### config.mk
export PLATFORM = sky130hd
export DESIGN_NAME = i2c_stop_gen
export DESIGN_NICKNAME = d
export VERILOG_FILES = /design/src/rtl/i2c_stop_pkg.sv /design/src/rtl/i2c_stop_dp.sv /design/src/rtl/i2c_stop_ctrl.sv /design/src/rtl/i2c_stop_gen.sv
export SDC_FILE = /design/constraint.sdc
export NUM_CORES = 1
export LEC_CHECK = 0
export CORE_MARGIN = 8
export CORE_UTILIZATION = 53
export CTS_CLUSTER_SIZE = 28
export DETAILED_ROUTE_END_ITERATION = 10
export PLACE_DENSITY = 0.82
export RECOVER_POWER = 50
export SETUP_SLACK_MARGIN = 0.15
export SLEW_MARGIN = 5
export SYNTH_ARGS = -nofsm -noshare
export SYNTH_HDL_FRONTEND = slang
export SYNTH_SLANG_ARGS = --single-unit
### constraint.sdc
create_clock -name clk -period 4.4 [get_ports clk]
set_clock_uncertainty 0.15 [all_clocks]
set_input_delay 1.1 -clock clk [delete_from_list [all_inputs] [get_ports clk]]
set_output_delay 1.1 -clock clk [all_outputs]
set_load 0.005 [all_outputs]
### src/rtl/i2c_stop_pkg.sv
package i2c_stop_pkg;

  typedef enum logic [2:0] {
    ST_IDLE,
    ST_SDA_LOW,
    ST_SCL_REL,
    ST_HOLD,
    ST_SETTLE
  } stopState_t;

  // strobes from control to datapath
  typedef struct packed {
    logic loadBaud;
    logic loadGuard;
    logic setDone;
    logic setColl;
  } dpCmd_t;

  // status from datapath to control
  typedef struct packed {
    logic sdaHigh;
    logic sclHigh;
    logic baudDone;
    logic guardDone;
  } dpStat_t;

endpackage

### src/rtl/i2c_stop_dp.sv
module i2c_stop_dp
  import i2c_stop_pkg::*;
#(
  parameter int RELOAD_W    = 7,
  parameter int SYNC_STAGES = 2
) (
  input  logic                clk,
  input  logic                rstN,
  input  logic                sdaIn,
  input  logic                sclIn,
  input  logic [RELOAD_W-1:0] reloadVal,
  input  logic                flagClr,
  input  dpCmd_t              cmd,
  output dpStat_t             stat,
  output logic                stopDoneFlag,
  output logic                collisionFlag
);

  localparam int GUARD_W = $clog2(SYNC_STAGES + 1);
  localparam logic [GUARD_W-1:0] GUARD_LOAD = GUARD_W'(SYNC_STAGES);

  logic [SYNC_STAGES-1:0] sdaSh, sclSh;
  logic [RELOAD_W-1:0]    baudCnt;
  logic [GUARD_W-1:0]     guardCnt;

  // line synchronizers, idle level high
  always_ff @(posedge clk or negedge rstN) begin
    if (!rstN) begin
      sdaSh <= '1;
      sclSh <= '1;
    end else begin
      sdaSh <= {sdaSh[SYNC_STAGES-2:0], sdaIn};
      sclSh <= {sclSh[SYNC_STAGES-2:0], sclIn};
    end
  end

  // baud period counter: load N, done at zero, never wraps
  always_ff @(posedge clk or negedge rstN) begin
    if (!rstN)                baudCnt <= '0;
    else if (cmd.loadBaud)    baudCnt <= reloadVal;
    else if (baudCnt != '0)   baudCnt <= baudCnt - 1'b1;
  end

  // guard counter covers the synchronizer delay after SDA release
  always_ff @(posedge clk or negedge rstN) begin
    if (!rstN)                guardCnt <= '0;
    else if (cmd.loadGuard)   guardCnt <= GUARD_LOAD;
    else if (guardCnt != '0)  guardCnt <= guardCnt - 1'b1;
  end

  // sticky flags, set has priority over clear
  always_ff @(posedge clk or negedge rstN) begin
    if (!rstN) begin
      stopDoneFlag  <= 1'b0;
      collisionFlag <= 1'b0;
    end else begin
      stopDoneFlag  <= cmd.setDone | (stopDoneFlag  & ~flagClr);
      collisionFlag <= cmd.setColl | (collisionFlag & ~flagClr);
    end
  end

  always_comb begin
    stat.sdaHigh   = sdaSh[SYNC_STAGES-1];
    stat.sclHigh   = sclSh[SYNC_STAGES-1];
    stat.baudDone  = (baudCnt == '0);
    stat.guardDone = (guardCnt == '0);
  end

endmodule

### src/rtl/i2c_stop_ctrl.sv
module i2c_stop_ctrl
  import i2c_stop_pkg::*;
(
  input  logic    clk,
  input  logic    rstN,
  input  logic    stopReq,
  input  dpStat_t stat,
  output dpCmd_t  cmd,
  output logic    sdaDriveLow,
  output logic    sclDriveLow,
  output logic    busy
);

  stopState_t state, nextState;

  always_ff @(posedge clk or negedge rstN) begin
    if (!rstN) state <= ST_IDLE;
    else       state <= nextState;
  end

  always_comb begin
    nextState = state;
    cmd       = '0;
    unique case (state)
      ST_IDLE:    if (stopReq) nextState = ST_SDA_LOW;
      ST_SDA_LOW: if (!stat.sdaHigh) nextState = ST_SCL_REL;
      ST_SCL_REL: if (stat.sclHigh) begin
                    cmd.loadBaud = 1'b1;
                    nextState    = ST_HOLD;
                  end
      ST_HOLD: begin
        if (!stat.sclHigh) begin
          cmd.setColl = 1'b1;
          nextState   = ST_IDLE;
        end else if (stat.baudDone) begin
          cmd.loadBaud  = 1'b1;
          cmd.loadGuard = 1'b1;
          nextState     = ST_SETTLE;
        end
      end
      ST_SETTLE: if (stat.baudDone && stat.guardDone) begin
                   cmd.setDone = stat.sdaHigh;
                   cmd.setColl = !stat.sdaHigh;
                   nextState   = ST_IDLE;
                 end
      default: nextState = ST_IDLE;
    endcase
  end

  always_comb begin
    sdaDriveLow = (state == ST_SDA_LOW) || (state == ST_SCL_REL) || (state == ST_HOLD);
    sclDriveLow = (state == ST_SDA_LOW);
    busy        = (state != ST_IDLE);
  end

endmodule

### src/rtl/i2c_stop_gen.sv
module i2c_stop_gen
  import i2c_stop_pkg::*;
#(
  parameter int RELOAD_W    = 7,
  parameter int SYNC_STAGES = 2
) (
  input  logic                clk,
  input  logic                rstN,
  input  logic                stopReq,
  input  logic                flagClr,
  input  logic [RELOAD_W-1:0] reloadVal,
  input  logic                sdaIn,
  input  logic                sclIn,
  output logic                sdaDriveLow,
  output logic                sclDriveLow,
  output logic                busy,
  output logic                stopDoneFlag,
  output logic                collisionFlag
);

  dpCmd_t  cmd;
  dpStat_t stat;

  i2c_stop_ctrl u_ctrl (
    .clk(clk), .rstN(rstN), .stopReq(stopReq), .stat(stat), .cmd(cmd),
    .sdaDriveLow(sdaDriveLow), .sclDriveLow(sclDriveLow), .busy(busy)
  );

  i2c_stop_dp #(.RELOAD_W(RELOAD_W), .SYNC_STAGES(SYNC_STAGES)) u_dp (
    .clk(clk), .rstN(rstN), .sdaIn(sdaIn), .sclIn(sclIn),
    .reloadVal(reloadVal), .flagClr(flagClr), .cmd(cmd), .stat(stat),
    .stopDoneFlag(stopDoneFlag), .collisionFlag(collisionFlag)
  );

endmodule

# Word level (Yosys, flattened, before mapping)

Index checks and enable logic that the tools add are counted.

$add $sub $neg: 2
Multiply operators: 0
Divide/modulo/power cells: 0
Order comparisons: 0
Equal/unequal tests: 9
Shift-type cells: 0
Muxes and demuxes: 20
Bitwise logic cells: 5
Reduce and logical (&&, ||, !) cells: 13

Operators with widths:

| operator                                                                 | number |
|---|---|
| 3-bit two-way mux                                                        | 6 |
| 3-bit one-hot mux with 5 select lines                                    | 1 |
| 7-bit two-way mux                                                        | 2 |
| 2-bit two-way mux                                                        | 5 |
| 7-bit logical NOT                                                        | 1 |
| 7-bit nonzero test                                                       | 1 |
| 7-bit by 1-bit subtractor with 7-bit output (second input constant)      | 1 |
| 3-bit by 2-bit == test with 1-bit output (second input constant)         | 2 |
| 2-bit nonzero test                                                       | 3 |
| 5-bit AND reduction                                                      | 1 |
| 1-bit two-way mux                                                        | 4 |
| 2-bit by 1-bit inequality test with 1-bit output (second input constant) | 2 |
| 2-bit inequality test (second input constant)                            | 2 |
| 1-bit one-hot mux with 2 select lines                                    | 2 |
| 3-bit by 1-bit == test with 1-bit output (second input constant)         | 1 |
| 3-bit == test (second input constant)                                    | 1 |
| 3-bit logical NOT                                                        | 1 |
| 3-bit inequality test (second input constant)                            | 1 |
| 3-bit nonzero test                                                       | 1 |
| 1-bit bitwise AND                                                        | 2 |
| 2-bit logical NOT                                                        | 1 |
| 1-bit logical OR                                                         | 2 |
| 1-bit OR                                                                 | 2 |
| 2-bit by 1-bit subtractor with 2-bit output (second input constant)      | 1 |
| other kinds (3)                                                          | 3 |

Flip-flop bits (word level): 18
Bits in latches: 0
Bits in writable memories: 0
Bits in read-only memories: 0
Word-level logic and storage cells: 56
Memories kept: 0

# Depth between registers and ports, before layout

Depth in word-level cells: 5
Gate-level depth with buffers: 7

# Hierarchy

A second synthesis with hierarchy kept.

Cell total of the unflattened synthesis: 93
Area, all modules: 937.1 um2

By module, submodules not included:

| module        | times used | cells each | area an instance (um2) | sequential area each (um2) |
|---|---|---|---|---|
| i2c_stop_dp   | 1          | 66         | 709.4                  | 380.4 |
| i2c_stop_ctrl | 1          | 27         | 227.7                  | 75.1 |

# Worst setup path after synthesis

No wires, ideal clock.

Path type: register -> output
Start: register u_ctrl.state[0]
End: output port busy
Data arrival time: 0.974 ns
Required time: 3.150 ns
Path slack: 2.176 ns
Stages on the path, launching flop included: 3
Buffers on the path: 1
Cells stage by stage: dfrtp_1 -> clkbuf_1 -> or3_1

Cells in the longest elaborated chain, start to end: 1

Ends and longest elaborated chain:

| what                   | line                | text |
|---|---|---|
| start, declared        | i2c_stop_ctrl.sv:14 | `stopState_t state, nextState;` |
| start signal, assigned | i2c_stop_ctrl.sv:18 | `else state <= nextState;` |
| 3-bit nonzero test     | i2c_stop_ctrl.sv:53 | `busy = (state != ST_IDLE);` |
| end, declared          | i2c_stop_gen.sv:16  | `output logic busy,` |

No other way between the ends.

# Worst setup path in the final report

Ends and elaborated chain as after synthesis.

==> summary.txt <==
status - finished, final reports clean
root buffer cell - clkbuf_4
async set or reset register ratio after synthesis - 1.000
Routed WL - 1709 µm
die width - 57.09 µm
CP Capture Type - output port
Hold Path Class - reg -> reg
# DRC - 0
post-synthesis mux area share - 0
Worst-Skew Late Latency - 0.29 ns
maximum root-to-sink buffer count - 2
core area - 1652 µm²
crit start category - flip-flop
share of cells above drive strength 1 - 0.1165
post-synth cell types - 35
Req. time, crit path - 3.15 ns
post-synth top area cell - dfrtp_1
IO Pins - 18
post-CTS setup repair buffer count - 0
top-count cell post-synth - dfrtp_1
Detailed Place HPWL - 1340 µm
vias post-DR - 683
maxcap violations - 0
Final Critical Period - 2.931 ns
setup TNS - 0 ns
top_reg_cell synth - dfrtp_1
fillers - 122
Min Hold Slack - 0.2118 ns
Syn Area/Cell - 10.52 µm²
TritonCTS Buffers - 3
first-pass GRT wire length - 2856 µm
Synthesized Nets - 100
LEAKAGE - 0.4574 nW
register share of total power - 0.431
H-Tree Depth - 1
Worst Reg-to-Reg Cells - 6
cell area after synthesis - 894.6 µm²
Avg WL per Cell - 14.24 µm
Comb pwr share - 0.448
Max FO, Critical Path - 11
Fin. Hold Viols - 0
GRT Total Usage - 0.1048
vias per inst - 5.692
post-synthesis sequential area ratio - 0.5091
Ant. Diodes - 0
xor and xnor area share after synthesis - 0.04895
Reg2Reg Capture Point - u_ctrl.state[2]
Max-Slew Margin vs Limit - 0.4916
Port Buffers - 17
Pwr Density - 627.6 nW/µm²
# placed instances - 116
setup ws final - 1.469 ns
Hold Path Depth - 0
number of global-route vias before repair - 671
Post-synth EDFFs - 0
Congestion Overflow GR - 0
category of the most critical setup path - reg -> out
antenna-violating nets left - 0
main area contributors after synthesis - dfrtp_1 (39%), dfstp_2 (12%), o2bb2ai_1 (4.9%)
first drt pass iteration count - 4
post-synth top area share - 0.3916
Synth Area in Adders - 0.02797
crit share post-route - 0.6661
routability cong. - 0.8820
CTS sink count - 18
Rows - 15
initial antenna violation count - 0
Starting Density - 0.5417
sw frac - 0.3790
Compound-Gate Fraction of Synth Area - 0.2014
f_max - 0.3412 GHz
Psw - 0.2586 mW
Post-synth top cells - dfrtp_1 (14), inv_1 (8), nor2_1 (8)
flop-to-flop setup slack - 2.04 ns
critical path data arrival time - 1.68 ns
largest net degree at the start of global routing - 19
Pwr Total - 0.6824 mW
Hold Path End - u_dp.sclSh[1]
worst reg2reg path startpoint - u_dp.baudCnt[0]
cts repair resizes - 0
hold wc startpoint - u_dp.sclSh[0]
warning count from the yosys run - 0
Max VDD drop - 0.2998 mV
Die Area - 3259 µm²
Vert. Die Dim - 57.09 µm
P&R area growth vs syn - 21.54%
simple-gate share of the synthesized area - 0.1580
Syn Inst Count - 85
clock-pin slew on the worst setup and hold paths - 0.11 ns
Final #Nets - 119
hold-fix buffers at CTS - 0
Slew @ Worst Pin - 0.7601 ns
Clock power frac - 0.122
Iter 0 DRT Violations - 24
endpoints failing setup - 0
Internal Power - 0.4237 mW
CTS tree - built
Synth Register Bits - 18
fin. max-slew vios - 0
RSZ-0062 raised after global routing - false
fin cells - 120
Setup WS pre-CTS - 1.793 ns
main combinational cell family by area after synthesis - compound AO/OA/AOI/OAI gates
[per-stage QoR]
stage,instance area [µm²],utilization
floorplan,894.6,-
global placement,1067,0.6462
detailed placement,1067,0.6462
CTS,1094,0.6621
global route,1087,0.6583
finish,1087,0.6583
[cell type report]
class / instances / area [µm²] / share of cell area
clock buffer: 4 / 26.28 / 0.02417
inverter: 8 / 30.03 / 0.02762
multi-input combinational: 56 / 384.1 / 0.3533
sequential: 18 / 455.4 / 0.4189
tap: 17 / 21.27 / 0.01956
timing repair buffer: 17 / 170.2 / 0.1565
[flip-flops by register name (all words and copies together), names as in the netlist]
register and cells:
u_dp.sdaSh 2, u_dp.collisionFlag 1, u_dp.baudCnt 7, u_ctrl.state 3
u_dp.stopDoneFlag 1, u_dp.sclSh 2, u_dp.guardCnt 2
[critical path: stages (launching register included)]
cell	delay, ns
dfrtp_1	0.53
or3_1	0.41
clkdlybuf4s50_1	0.45
[cell families (layout without fill, tap and decap cells)]
kind of cell,Yosys count,count (layout)
buf+inv,11,29
flops,18,18
fa+ha+maj,2,2
simple gates,25,25
compound gates,24,24
xor+xnor,5,5
[power groups by stage]
stage / clock (mW) / sequential (mW) / combinational (mW)
final: 0.0829 / 0.294 / 0.306
after global routing: 0.0913 / 0.303 / 0.347
after CTS: 0.0860 / 0.295 / 0.311
after detailed placement: 0 / 0.298 / 0.308
after global placement: 0 / 0.294 / 0.301
after floorplan: 0 / 0.274 / 0.235
[worst max path at each step]
stage	endpoint	cells past startpoint	slack, ns	from
3_5_place_dp	busy	2	1.79	u_ctrl.state[0]
2_1_floorplan	busy	2	2.18	u_ctrl.state[0]
3_3_place_gp	busy	2	1.81	u_ctrl.state[0]
5_1_grt	busy	2	1.39	u_ctrl.state[0]
6_report	busy	2	1.47	u_ctrl.state[0]
4_1_cts	busy	2	1.46	u_ctrl.state[0]
[metal layers]
layer / vias up / share of wire / GRT usage
met2: 12 / 0.49 / 0.1690
met5: - / 0 / 0
met3: 2 / 0.038 / 0.02661
met4: 0 / 0.0070 / 0.04027
li1: 341 / - / -
met1: 328 / 0.47 / 0.1301
[placed cells by master, fill, tap and decap left out, types with 2 or more instances in the layout]
| cell | n |
|---|---|
| a21oi_1 | 7 |
| clkbuf_4 | 3 |
| clkdlybuf4s50_1 | 14 |
| dfrtp_1 | 14 |
| dfstp_2 | 4 |
| dlygate4sd3_1 | 3 |
| ha_1 | 2 |
| inv_1 | 8 |
| nand2_1 | 3 |
| nor2_1 | 8 |
| nor3_1 | 4 |
| nor4_1 | 2 |
| o2bb2ai_1 | 5 |
| xnor2_1 | 3 |
| xor2_1 | 2 |
No activity file was read; power rests on OpenSTA's default activity.
